===== src/rtl/pdma_pkg.sv =====
package pdma_pkg;
  // handshake step of the engine
  typedef enum logic [1:0] {
    ST_IDLE     = 2'd0,
    ST_HOST     = 2'd1,  // waiting for hostDack
    ST_PEER_ON  = 2'd2,  // waiting for peer strobe to assert
    ST_PEER_OFF = 2'd3   // waiting for peer strobe to release
  } stepT;

  // control to datapath strobes
  typedef struct packed {
    logic loadOut;    // take host byte for the bus
    logic captureIn;  // take bus byte for the host
  } dpStrobeT;
endpackage


===== src/rtl/pdma_datapath.sv =====
module pdma_datapath
  import pdma_pkg::*;
#(
  parameter int DATA_W = 8
) (
  input  logic              clk,
  input  logic              rstN,
  input  dpStrobeT          dpCtl,
  input  logic [DATA_W-1:0] hostDataIn,
  input  logic [DATA_W-1:0] busDataIn,
  output logic [DATA_W-1:0] busDataOut,
  output logic [DATA_W-1:0] inputData
);
  logic [DATA_W-1:0] outByteQ;
  logic [DATA_W-1:0] inByteQ;

  always_ff @(posedge clk or negedge rstN) begin
    if (!rstN) begin
      outByteQ <= '0;
      inByteQ  <= '0;
    end else begin
      if (dpCtl.loadOut)   outByteQ <= hostDataIn;
      if (dpCtl.captureIn) inByteQ  <= busDataIn;
    end
  end

  assign busDataOut = outByteQ;
  assign inputData  = inByteQ;
endmodule


===== src/rtl/pdma_ctrl.sv =====
module pdma_ctrl
  import pdma_pkg::*;
#(
  parameter int PHASE_W = 3
) (
  input  logic               clk,
  input  logic               rstN,
  input  logic               dmaModeEn,
  input  logic               blockMode,
  input  logic               eopIntEn,
  input  logic               targetRole,
  input  logic               strobeSend,
  input  logic               strobeTgtRecv,
  input  logic               strobeIniRecv,
  input  logic [PHASE_W-1:0] expPhase,
  input  logic [PHASE_W-1:0] busPhase,
  input  logic               busReqIn,
  input  logic               busAckIn,
  input  logic               hostDack,
  input  logic               hostEop,
  output dpStrobeT           dpCtl,
  output logic               drq,
  output logic               busAckOut,
  output logic               busReqOut,
  output logic               busDataOe,
  output logic               endDma,
  output logic               lastByteSent,
  output logic               phaseErr,
  output logic               irq,
  output logic               active
);
  stepT stepQ, stepD;
  logic isTgtQ, isSendQ, eopSeenQ, eopSeenD;
  logic endQ, lbsQ, perrQ, irqQ;
  logic peerLine, xferOn, phaseBad, anyStrobe, startOk, finishNow, abortNow;
  logic startTgt;

  assign xferOn    = (stepQ != ST_IDLE);
  assign peerLine  = isTgtQ ? busAckIn : busReqIn;
  assign phaseBad  = (busPhase != expPhase);
  assign anyStrobe = strobeSend | strobeTgtRecv | strobeIniRecv;
  assign startOk   = dmaModeEn && !xferOn && anyStrobe;
  assign startTgt  = strobeSend ? targetRole : strobeTgtRecv;

  always_comb begin
    stepD     = stepQ;
    eopSeenD  = eopSeenQ;
    dpCtl     = '0;
    finishNow = 1'b0;
    abortNow  = 1'b0;
    unique case (stepQ)
      ST_IDLE: begin
        if (startOk) stepD = strobeSend ? ST_HOST : ST_PEER_ON;
      end
      ST_HOST: begin
        if (hostDack) begin
          if (isSendQ) begin
            dpCtl.loadOut = 1'b1;
            eopSeenD      = hostEop;
            stepD         = ST_PEER_ON;
          end else if (isTgtQ) begin
            if (hostEop) finishNow = 1'b1;
            else         stepD     = ST_PEER_ON;
          end else begin
            eopSeenD = hostEop;
            stepD    = ST_PEER_OFF;
          end
        end
      end
      ST_PEER_ON: begin
        if (peerLine) begin
          if (isSendQ) begin
            stepD = ST_PEER_OFF;
          end else begin
            dpCtl.captureIn = 1'b1;
            stepD = isTgtQ ? ST_PEER_OFF : ST_HOST;
          end
        end
      end
      ST_PEER_OFF: begin
        if (!peerLine) begin
          if (isSendQ) begin
            if (eopSeenQ) finishNow = 1'b1;
            else          stepD     = ST_HOST;
          end else if (isTgtQ) begin
            stepD = ST_HOST;
          end else begin
            if (eopSeenQ) finishNow = 1'b1;
            else          stepD     = ST_PEER_ON;
          end
        end
      end
      default: stepD = ST_IDLE;
    endcase
    if (finishNow) stepD = ST_IDLE;
    if (xferOn && phaseBad) begin
      stepD     = ST_IDLE;
      abortNow  = 1'b1;
      finishNow = 1'b0;
      dpCtl     = '0;
    end
    if (!dmaModeEn) begin
      stepD     = ST_IDLE;
      abortNow  = 1'b0;
      finishNow = 1'b0;
      dpCtl     = '0;
    end
  end

  always_ff @(posedge clk or negedge rstN) begin
    if (!rstN) begin
      stepQ    <= ST_IDLE;
      isTgtQ   <= 1'b0;
      isSendQ  <= 1'b0;
      eopSeenQ <= 1'b0;
      endQ     <= 1'b0;
      lbsQ     <= 1'b0;
      perrQ    <= 1'b0;
      irqQ     <= 1'b0;
    end else begin
      stepQ    <= stepD;
      eopSeenQ <= eopSeenD;
      if (startOk) begin
        isTgtQ   <= startTgt;
        isSendQ  <= strobeSend;
        eopSeenQ <= 1'b0;
        endQ     <= 1'b0;
        lbsQ     <= 1'b0;
        perrQ    <= 1'b0;
        irqQ     <= 1'b0;
      end
      if (finishNow) begin
        endQ <= 1'b1;
        lbsQ <= isSendQ;
        irqQ <= irqQ | eopIntEn;
      end
      if (abortNow) begin
        perrQ <= 1'b1;
        irqQ  <= 1'b1;
      end
    end
  end

  assign drq          = dmaModeEn && (blockMode ? xferOn : (stepQ == ST_HOST));
  assign busAckOut    = dmaModeEn && !isTgtQ && (stepQ == ST_PEER_OFF);
  assign busReqOut    = dmaModeEn && isTgtQ && (stepQ == ST_PEER_ON);
  assign busDataOe    = dmaModeEn && xferOn && isSendQ;
  assign endDma       = endQ;
  assign lastByteSent = lbsQ;
  assign phaseErr     = perrQ;
  assign irq          = irqQ;
  assign active       = xferOn;
endmodule


===== src/rtl/pdma_engine.sv =====
module pdma_engine
  import pdma_pkg::*;
#(
  parameter int DATA_W  = 8,
  parameter int PHASE_W = 3
) (
  input  logic               clk,
  input  logic               rstN,
  input  logic               dmaModeEn,
  input  logic               blockMode,
  input  logic               eopIntEn,
  input  logic               targetRole,
  input  logic               strobeSend,
  input  logic               strobeTgtRecv,
  input  logic               strobeIniRecv,
  input  logic [PHASE_W-1:0] expPhase,
  input  logic [PHASE_W-1:0] busPhase,
  input  logic               busReqIn,
  input  logic               busAckIn,
  input  logic [DATA_W-1:0]  busDataIn,
  input  logic               hostDack,
  input  logic               hostEop,
  input  logic [DATA_W-1:0]  hostDataIn,
  output logic               drq,
  output logic               busAckOut,
  output logic               busReqOut,
  output logic [DATA_W-1:0]  busDataOut,
  output logic               busDataOe,
  output logic [DATA_W-1:0]  inputData,
  output logic               endDma,
  output logic               lastByteSent,
  output logic               phaseErr,
  output logic               irq,
  output logic               active
);
  dpStrobeT dpCtl;

  pdma_ctrl #(.PHASE_W(PHASE_W)) u_ctrl (
    .clk(clk), .rstN(rstN), .dmaModeEn(dmaModeEn), .blockMode(blockMode),
    .eopIntEn(eopIntEn), .targetRole(targetRole), .strobeSend(strobeSend),
    .strobeTgtRecv(strobeTgtRecv), .strobeIniRecv(strobeIniRecv),
    .expPhase(expPhase), .busPhase(busPhase), .busReqIn(busReqIn),
    .busAckIn(busAckIn), .hostDack(hostDack), .hostEop(hostEop),
    .dpCtl(dpCtl), .drq(drq), .busAckOut(busAckOut), .busReqOut(busReqOut),
    .busDataOe(busDataOe), .endDma(endDma), .lastByteSent(lastByteSent),
    .phaseErr(phaseErr), .irq(irq), .active(active)
  );

  pdma_datapath #(.DATA_W(DATA_W)) u_dp (
    .clk(clk), .rstN(rstN), .dpCtl(dpCtl), .hostDataIn(hostDataIn),
    .busDataIn(busDataIn), .busDataOut(busDataOut), .inputData(inputData)
  );
endmodule


===== config.mk =====
export PLATFORM = sky130hd
export DESIGN_NAME = pdma_engine
export DESIGN_NICKNAME = d
export VERILOG_FILES = /design/src/rtl/pdma_pkg.sv /design/src/rtl/pdma_datapath.sv /design/src/rtl/pdma_ctrl.sv /design/src/rtl/pdma_engine.sv
export SDC_FILE = /design/constraint.sdc
export NUM_CORES = 1
export LEC_CHECK = 0
export ABC_AREA = 1
export CAP_MARGIN = 20
export CORE_MARGIN = 3
export CORE_UTILIZATION = 40
export CTS_BUF_LIST = sky130_fd_sc_hd__clkbuf_4 sky130_fd_sc_hd__clkbuf_8
export CTS_CLUSTER_DIAMETER = 50
export DETAILED_ROUTE_END_ITERATION = 10
export GPL_TIMING_DRIVEN = 0
export PLACE_DENSITY = 0.78
export SYNTH_ARGS = -nofsm -noshare
export SYNTH_HDL_FRONTEND = slang
export SYNTH_HIERARCHICAL = 1
export SYNTH_SLANG_ARGS = --single-unit

===== constraint.sdc =====
create_clock -name clk -period 2 [get_ports clk]
set_input_delay 0.5 -clock clk [delete_from_list [all_inputs] [get_ports clk]]
set_output_delay 0.5 -clock clk [all_outputs]
set_load 0.01 [all_outputs]

==> impl_metrics.env, run 1 <==
export IMPL_status="finished clean"
export IMPL_path_common_cell="nor2_1"
export IMPL_finalClockSkew_ns=0.008088
export IMPL_clkLatencyLatePin_ns=0.33
export IMPL_leakagePower_nw=1.050
export IMPL_yosysWarnings=6
export IMPL_ys_seq_area_share_pct=47.17
export IMPL_slowest_delay_ns=0.48
export IMPL_crit_family="buffers and inverters"
export IMPL_synth_net_count=213
export IMPL_drc_errors=0
export IMPL_hp_class="in2async"
export IMPL_cts_buffer_depth=2
export IMPL_initial_utilization_pct=42.74
export IMPL_dieWidth_um=63.58
export IMPL_finalHoldViolations=0
export IMPL_power_frac_seq_pct=37.5
export IMPL_ys_types=23
export IMPL_routabilityCongestion=0.8941
export IMPL_clkPwrFrac_pct=10.5
export IMPL_finalWirelength_um=3217
export IMPL_slew_violations=0
export IMPL_power_density_mw_per_mm2=1103
export IMPL_clkSinkCount=25
export IMPL_synth_edff_count=0
export IMPL_worst_slew_pin_slew_ns=0.2890
export IMPL_syn_area_mm2=0.001326
export IMPL_tns_ns=0
export IMPL_path_cells="buf_4, inv_2, nor2_1, nor2_1, dlygate4sd2_1"
export IMPL_final_min_clock_period_ns=1.929
export IMPL_cp_start_kind="register"
export IMPL_fin_crit_sh_pct=96.44
export IMPL_synthTopCellsByCount="nand2_1 (84), dfrtp_1 (25), inv_1 (12)"
export IMPL_timing_max_cap_violations=0
export IMPL_internal_power_mw=1.408
export IMPL_clk_pin_slew_ns=0.15
export IMPL_fin_cells=292
export IMPL_cpMaxStageDelayCell="dfrtp_2"
export IMPL_syn_inst=178
export IMPL_p_total_mw=2.297
export IMPL_ir_worst_vdd_v=0.0005516
export IMPL_synth_area_leaders="dfrtp_1 (47%), nand2_1 (24%), nand3_1 (3.8%)"
export IMPL_die_h_um=63.58
export IMPL_final_nets=284
export IMPL_syn_area_per_cell_um2=7.451
export IMPL_dp_cells=281
export IMPL_yosysTopAreaCell="dfrtp_1"
export IMPL_cts_hold_fix_buffers=0
export IMPL_synth_flop_cell="dfrtp_1"
export IMPL_worstPathBufferInverterCount=3
export IMPL_max_slew_margin_pct=80.67
export IMPL_switching_share_pct=38.69
export IMPL_cp_arrival_ns=1.43
export IMPL_cts_root_buf="clkbuf_4"
export IMPL_pin_count=60
export IMPL_critical_path_class="reg2out"
export IMPL_grt_start_max_net_pins=22
export IMPL_wl_per_cell_um=11.02
export IMPL_cts_buffers_inserted=3
export IMPL_grt_total_usage_pct=16.63
export IMPL_grt_pass1_wl_um=5388
export IMPL_firstDrtPassIters=4
export IMPL_port_buffer_count=58
export IMPL_setup_viol=0
export IMPL_h_tree_depth=1
export IMPL_cp_max_fo=4
export IMPL_syn_to_final_growth_pct=57.08
export IMPL_core_mm2=0.003103
export IMPL_drtIter0Drc=27
export IMPL_yosys_area_top_type_share_pct=47.17
export IMPL_dieArea_mm2=0.004042
export IMPL_grt_pass1_vias=1274
export IMPL_fmax_ghz=0.5185
export IMPL_ys_async_sr_fraction_pct=100.0
export IMPL_combPwrFrac_pct=52.0
export IMPL_ys_ff_latch=25
export IMPL_end_kind="output port"
export IMPL_cts_tree="built"
export IMPL_yosysMostFrequentCell="nand2_1"
export IMPL_vias=1371
export IMPL_antenna_cells=0
export IMPL_antenna_found_initial=0
export IMPL_post_dp_hpwl_um=2450
export IMPL_row_count=20
export IMPL_drive_gt1_share_pct=16.94
export IMPL_required_ns=1.50
export IMPL_ant_nets=0
export IMPL_viasPerCell=4.695
export IMPL_gr_total_overflow=0
export IMPL_switchingPower_mw=0.8888
-- cells in the final DEF (no fill, tap or decap), drive strengths merged --
master,count
nand2,86
clkdlybuf4s50,53
dfrtp,25
inv,19
nor2,15
nand3,15
buf,11
o21ai,4
clkbuf,3
nor3,3
dlygate4sd2,2
clkdlybuf4s15,2
clkinvlp,1
dlymetal6s2s,1
xnor2,1
nand4,1
nor4,1
o21bai,1
o311a,1
o211ai,1
a21oi,1
o31ai,1
-- registers in the layout (all words and copies together) (netlist names) --
| register | count |
|---|---|
| u_ctrl/lastByteSent | 1 |
| u_ctrl/stepQ | 2 |
| u_ctrl/isTgtQ | 1 |
| u_dp/busDataOut | 8 |
| u_dp/inputData | 8 |
| u_ctrl/eopSeenQ | 1 |
| u_ctrl/isSendQ | 1 |
| u_ctrl/endDma | 1 |
| u_ctrl/irq | 1 |
| u_ctrl/phaseErr | 1 |
-- metal layers --
metal / wire, µm / share of wire [%] / track usage [%]
met1: 1498 / 47 / 20.63
met2: 1474 / 46 / 27.77
met3: 186 / 5.8 / 3.209
met4: 57 / 1.8 / 7.547
met5: 0 / 0 / 0
-- final cells by class --
class,count,area (µm²)
Clock inverter,1,7.507
Buffer,3,27.53
Timing Repair Buffer,66,649.4
Fill cell,287,1020
Sequential cell,25,629.4
Multi-Input combinational cell,131,620.6
Inverter,19,71.32
Tap cell,44,55.05
Clock buffer,3,22.52
-- cells by family after synthesis --
group,share of synthesized area [%]
compound gates,5.000
xor+xnor,0.6605
buf+inv,7.452
flops,47.17
simple gates,39.72
-- per-stage QoR --
stage	util, %	cell area [µm²]	setup slack [ns]	hold slack, ns
floorplan	-	1326	0.4430	0.2044
global placement	63.23	1962	-0.1385	0.4525
detailed placement	63.71	1977	-0.1434	0.4578
CTS	66.33	2058	0.001224	0.3978
global route	67.14	2083	-0.01970	0.3935
finish	67.14	2083	0.07129	0.3872
-- power by group through the flow --
stage / logic (mW) / registers [mW] / clock network, mW
final: 1.19 / 0.862 / 0.241
after CTS: 1.18 / 0.861 / 0.245
after floorplan: 0.482 / 0.935 / 0
after detailed placement: 1.11 / 0.875 / 0
after global routing: 1.31 / 0.895 / 0.269
after global placement: 1.08 / 0.871 / 0
-- final timing paths --
path,startpoint,end,slack [ns],cells after the start
max,u_ctrl/stepQ[1],drq,0.07,5
min,rstN,u_dp/inputData[1],0.39,1
max reg2reg,u_ctrl/stepQ[1],u_dp/busDataOut[2],0.33,10
min reg2reg,u_dp/inputData[3],u_dp/inputData[3],0.48,2
max in group asynchronous,rstN,u_ctrl/stepQ[0],1.18,2
min in group clk,u_dp/inputData[3],u_dp/inputData[3],0.48,2
-- worst register-to-register path: cells and delay by family (launching register included) --
family | cells | cell delay [ns]
AND/OR/NAND/NOR | 6 | 0.63
flip-flops | 1 | 0.48
buffers and inverters | 4 | 0.46
-- what timing repair did --
action	CTS	global route
buffers inserted	6	1
pin swaps	1	0
setup endpoints to repair	5	5
resized for setup	10	5
No activity file was read; power rests on OpenSTA's default activity.
==> run 2, diff against run 1 <==
- CORE_MARGIN: 3 -> 2
==> run 2 against run 1 <==
  * Routed wire length is 0.71% lower
  * Worst setup slack improved by 0.013 ns
  * Die area fell by 6.2%
  * Clock skew shrank 0.0025 ns
  * Largest power group unchanged
==> impl_metrics.env, run 2 (synthesis results as in run 1) <==
export IMPL_cts_buffer_depth=2
export IMPL_final_common_cell="nand2_1"
export IMPL_drc_errors=0
export IMPL_worstPathBufferInverterCount=3
export IMPL_finalWirelength_um=3194
export IMPL_slew_violations=0
export IMPL_r2r_start="u_ctrl/stepQ[1]"
export IMPL_clk_pin_slew_ns=0.14
export IMPL_firstDrtPassIters=4
export IMPL_ant_nets=0
export IMPL_dieArea_mm2=0.003792
export IMPL_max_slew_margin_pct=73.69
export IMPL_grt_pass1_wl_um=5271
export IMPL_core_mm2=0.003103
export IMPL_switchingPower_mw=0.8786
export IMPL_power_density_mw_per_mm2=1093
export IMPL_grt_pass1_vias=1264
export IMPL_grt_total_usage_pct=18.63
export IMPL_cp_arrival_ns=1.42
export IMPL_routabilityCongestion=0.8381
export IMPL_dieWidth_um=61.58
export IMPL_initial_utilization_pct=42.74
export IMPL_h_tree_depth=1
export IMPL_fin_crit_sh_pct=95.80
export IMPL_cts_root_buf="clkbuf_4"
export IMPL_ir_worst_vdd_v=0.0004926
export IMPL_crit_family="flip-flops"
export IMPL_path_cells="buf_4, inv_2, nand2_2, nor3_2, clkdlybuf4s15_2"
export IMPL_pin_count=60
export IMPL_p_total_mw=2.283
export IMPL_vias=1336
export IMPL_clkPwrFrac_pct=10.1
export IMPL_grt_start_max_net_pins=26
export IMPL_clkLatencyLatePin_ns=0.32
export IMPL_final_nets=284
export IMPL_cts_tree="built"
export IMPL_antenna_cells=0
export IMPL_fmax_ghz=0.5219
export IMPL_layout_common_cells="nand2_1 (82), clkdlybuf4s50_1 (53), dfrtp_1 (23)"
export IMPL_leakagePower_nw=1.042
export IMPL_drtIter0Drc=29
export IMPL_timing_max_cap_violations=0
export IMPL_tns_ns=0
export IMPL_slowest_delay_ns=0.48
export IMPL_drive_gt1_share_pct=16.94
export IMPL_hp_class="in2async"
export IMPL_rsz0062_at_grt="no"
export IMPL_row_count=20
export IMPL_fill_cells=278
export IMPL_required_ns=1.50
export IMPL_combPwrFrac_pct=52.0
export IMPL_finalHoldViolations=0
export IMPL_syn_to_final_growth_pct=57.45
export IMPL_power_frac_seq_pct=38.0
export IMPL_clkSinkCount=25
export IMPL_cts_buffers_inserted=3
export IMPL_setup_viol=0
export IMPL_cp_start_kind="register"
export IMPL_ff2ff_path_depth=9
export IMPL_final_min_clock_period_ns=1.916
export IMPL_status="finished clean"
export IMPL_end_kind="output port"
export IMPL_internal_power_mw=1.405
export IMPL_gr_total_overflow=0
export IMPL_antenna_found_initial=0
export IMPL_cpMaxStageDelayCell="dfrtp_2"
export IMPL_finalClockSkew_ns=0.005601
export IMPL_die_h_um=61.58
export IMPL_critical_path_class="reg2out"
export IMPL_port_buffer_count=58
export IMPL_reg2reg_setup_slack_ns=0.32
export IMPL_post_dp_hpwl_um=2407
export IMPL_worst_slew_pin_slew_ns=0.3934
export IMPL_switching_share_pct=38.48
export IMPL_viasPerCell=4.575
export IMPL_cts_hold_fix_buffers=0
export IMPL_wl_per_cell_um=10.94
export IMPL_cp_max_fo=4
export IMPL_r2r_end="u_dp/inputData[7]"
==> run 2: repair_timing <==
item / CTS / global route
buffers inserted: 4 / 3
endpoints found under the setup margin: 5 / 3
pin swaps: 0 / 1
resized for setup: 10 / 6
==> run 2: how the worst max path moves through the flow <==
stage	start	to	slack [ns]	cells past startpoint
after floorplan	dmaModeEn	u_dp/inputData[0]	0.44	9
after global placement	expPhase[1]	u_dp/inputData[3]	-0.14	10
after detailed placement	expPhase[1]	u_dp/inputData[7]	-0.16	10
after CTS	u_ctrl/stepQ[0]	busReqOut	0.006	5
after global routing	u_ctrl/stepQ[0]	busReqOut	0.0008	5
final	u_ctrl/stepQ[0]	busReqOut	0.08	5
==> run 2: area by class of cell <==
| type | count | area [µm²] | share of cell area, % |
|---|---|---|---|
| inverter | 19 | 71.32 | 3.415 |
| clock inverter | 1 | 7.507 | 0.3595 |
| tap | 44 | 55.05 | 2.636 |
| multi-input combinational | 131 | 616.8 | 29.54 |
| timing repair buffer | 66 | 659.4 | 31.58 |
| clock buffer | 3 | 22.52 | 1.078 |
| buffer | 3 | 27.53 | 1.318 |
| sequential | 25 | 628.1 | 30.08 |
==> run 2: power by group through the flow <==
stage               clock, mW  sequential (mW)  combinational [mW]
floorplan                   0            0.935               0.482
global placement            0            0.869                1.08
detailed placement          0            0.876                1.10
CTS                     0.237            0.865                1.14
global route            0.256            0.893                1.32
finish                  0.230            0.867                1.19
==> run 2: layer usage <==
metal,part of all wire [%],GRT usage [%]
met2,48,32.03
met4,0.85,7.295
met1,45,22.72
met5,0,0
met3,6.6,3.992
==> run 2: worst register-to-register path, delay by kind of cell (launching register included) <==
kind / cells / cell delay [ns]
buf+inv: 3 / 0.33
flops: 1 / 0.49
simple gates: 6 / 0.78
==> run 2: through the flow <==
stage	cell area, µm²	hold WS [ns]	cells	setup slack (ns)	utilization, %
finish	2088	0.4499	292	0.08396	67.30
global route	2088	0.4586	292	0.0007963	67.30
CTS	2026	0.4906	288	0.005921	65.28
detailed placement	1962	0.4573	280	-0.1564	63.23
global placement	1962	0.4530	280	-0.1404	63.23
floorplan	1326	0.2044	178	0.4430	-
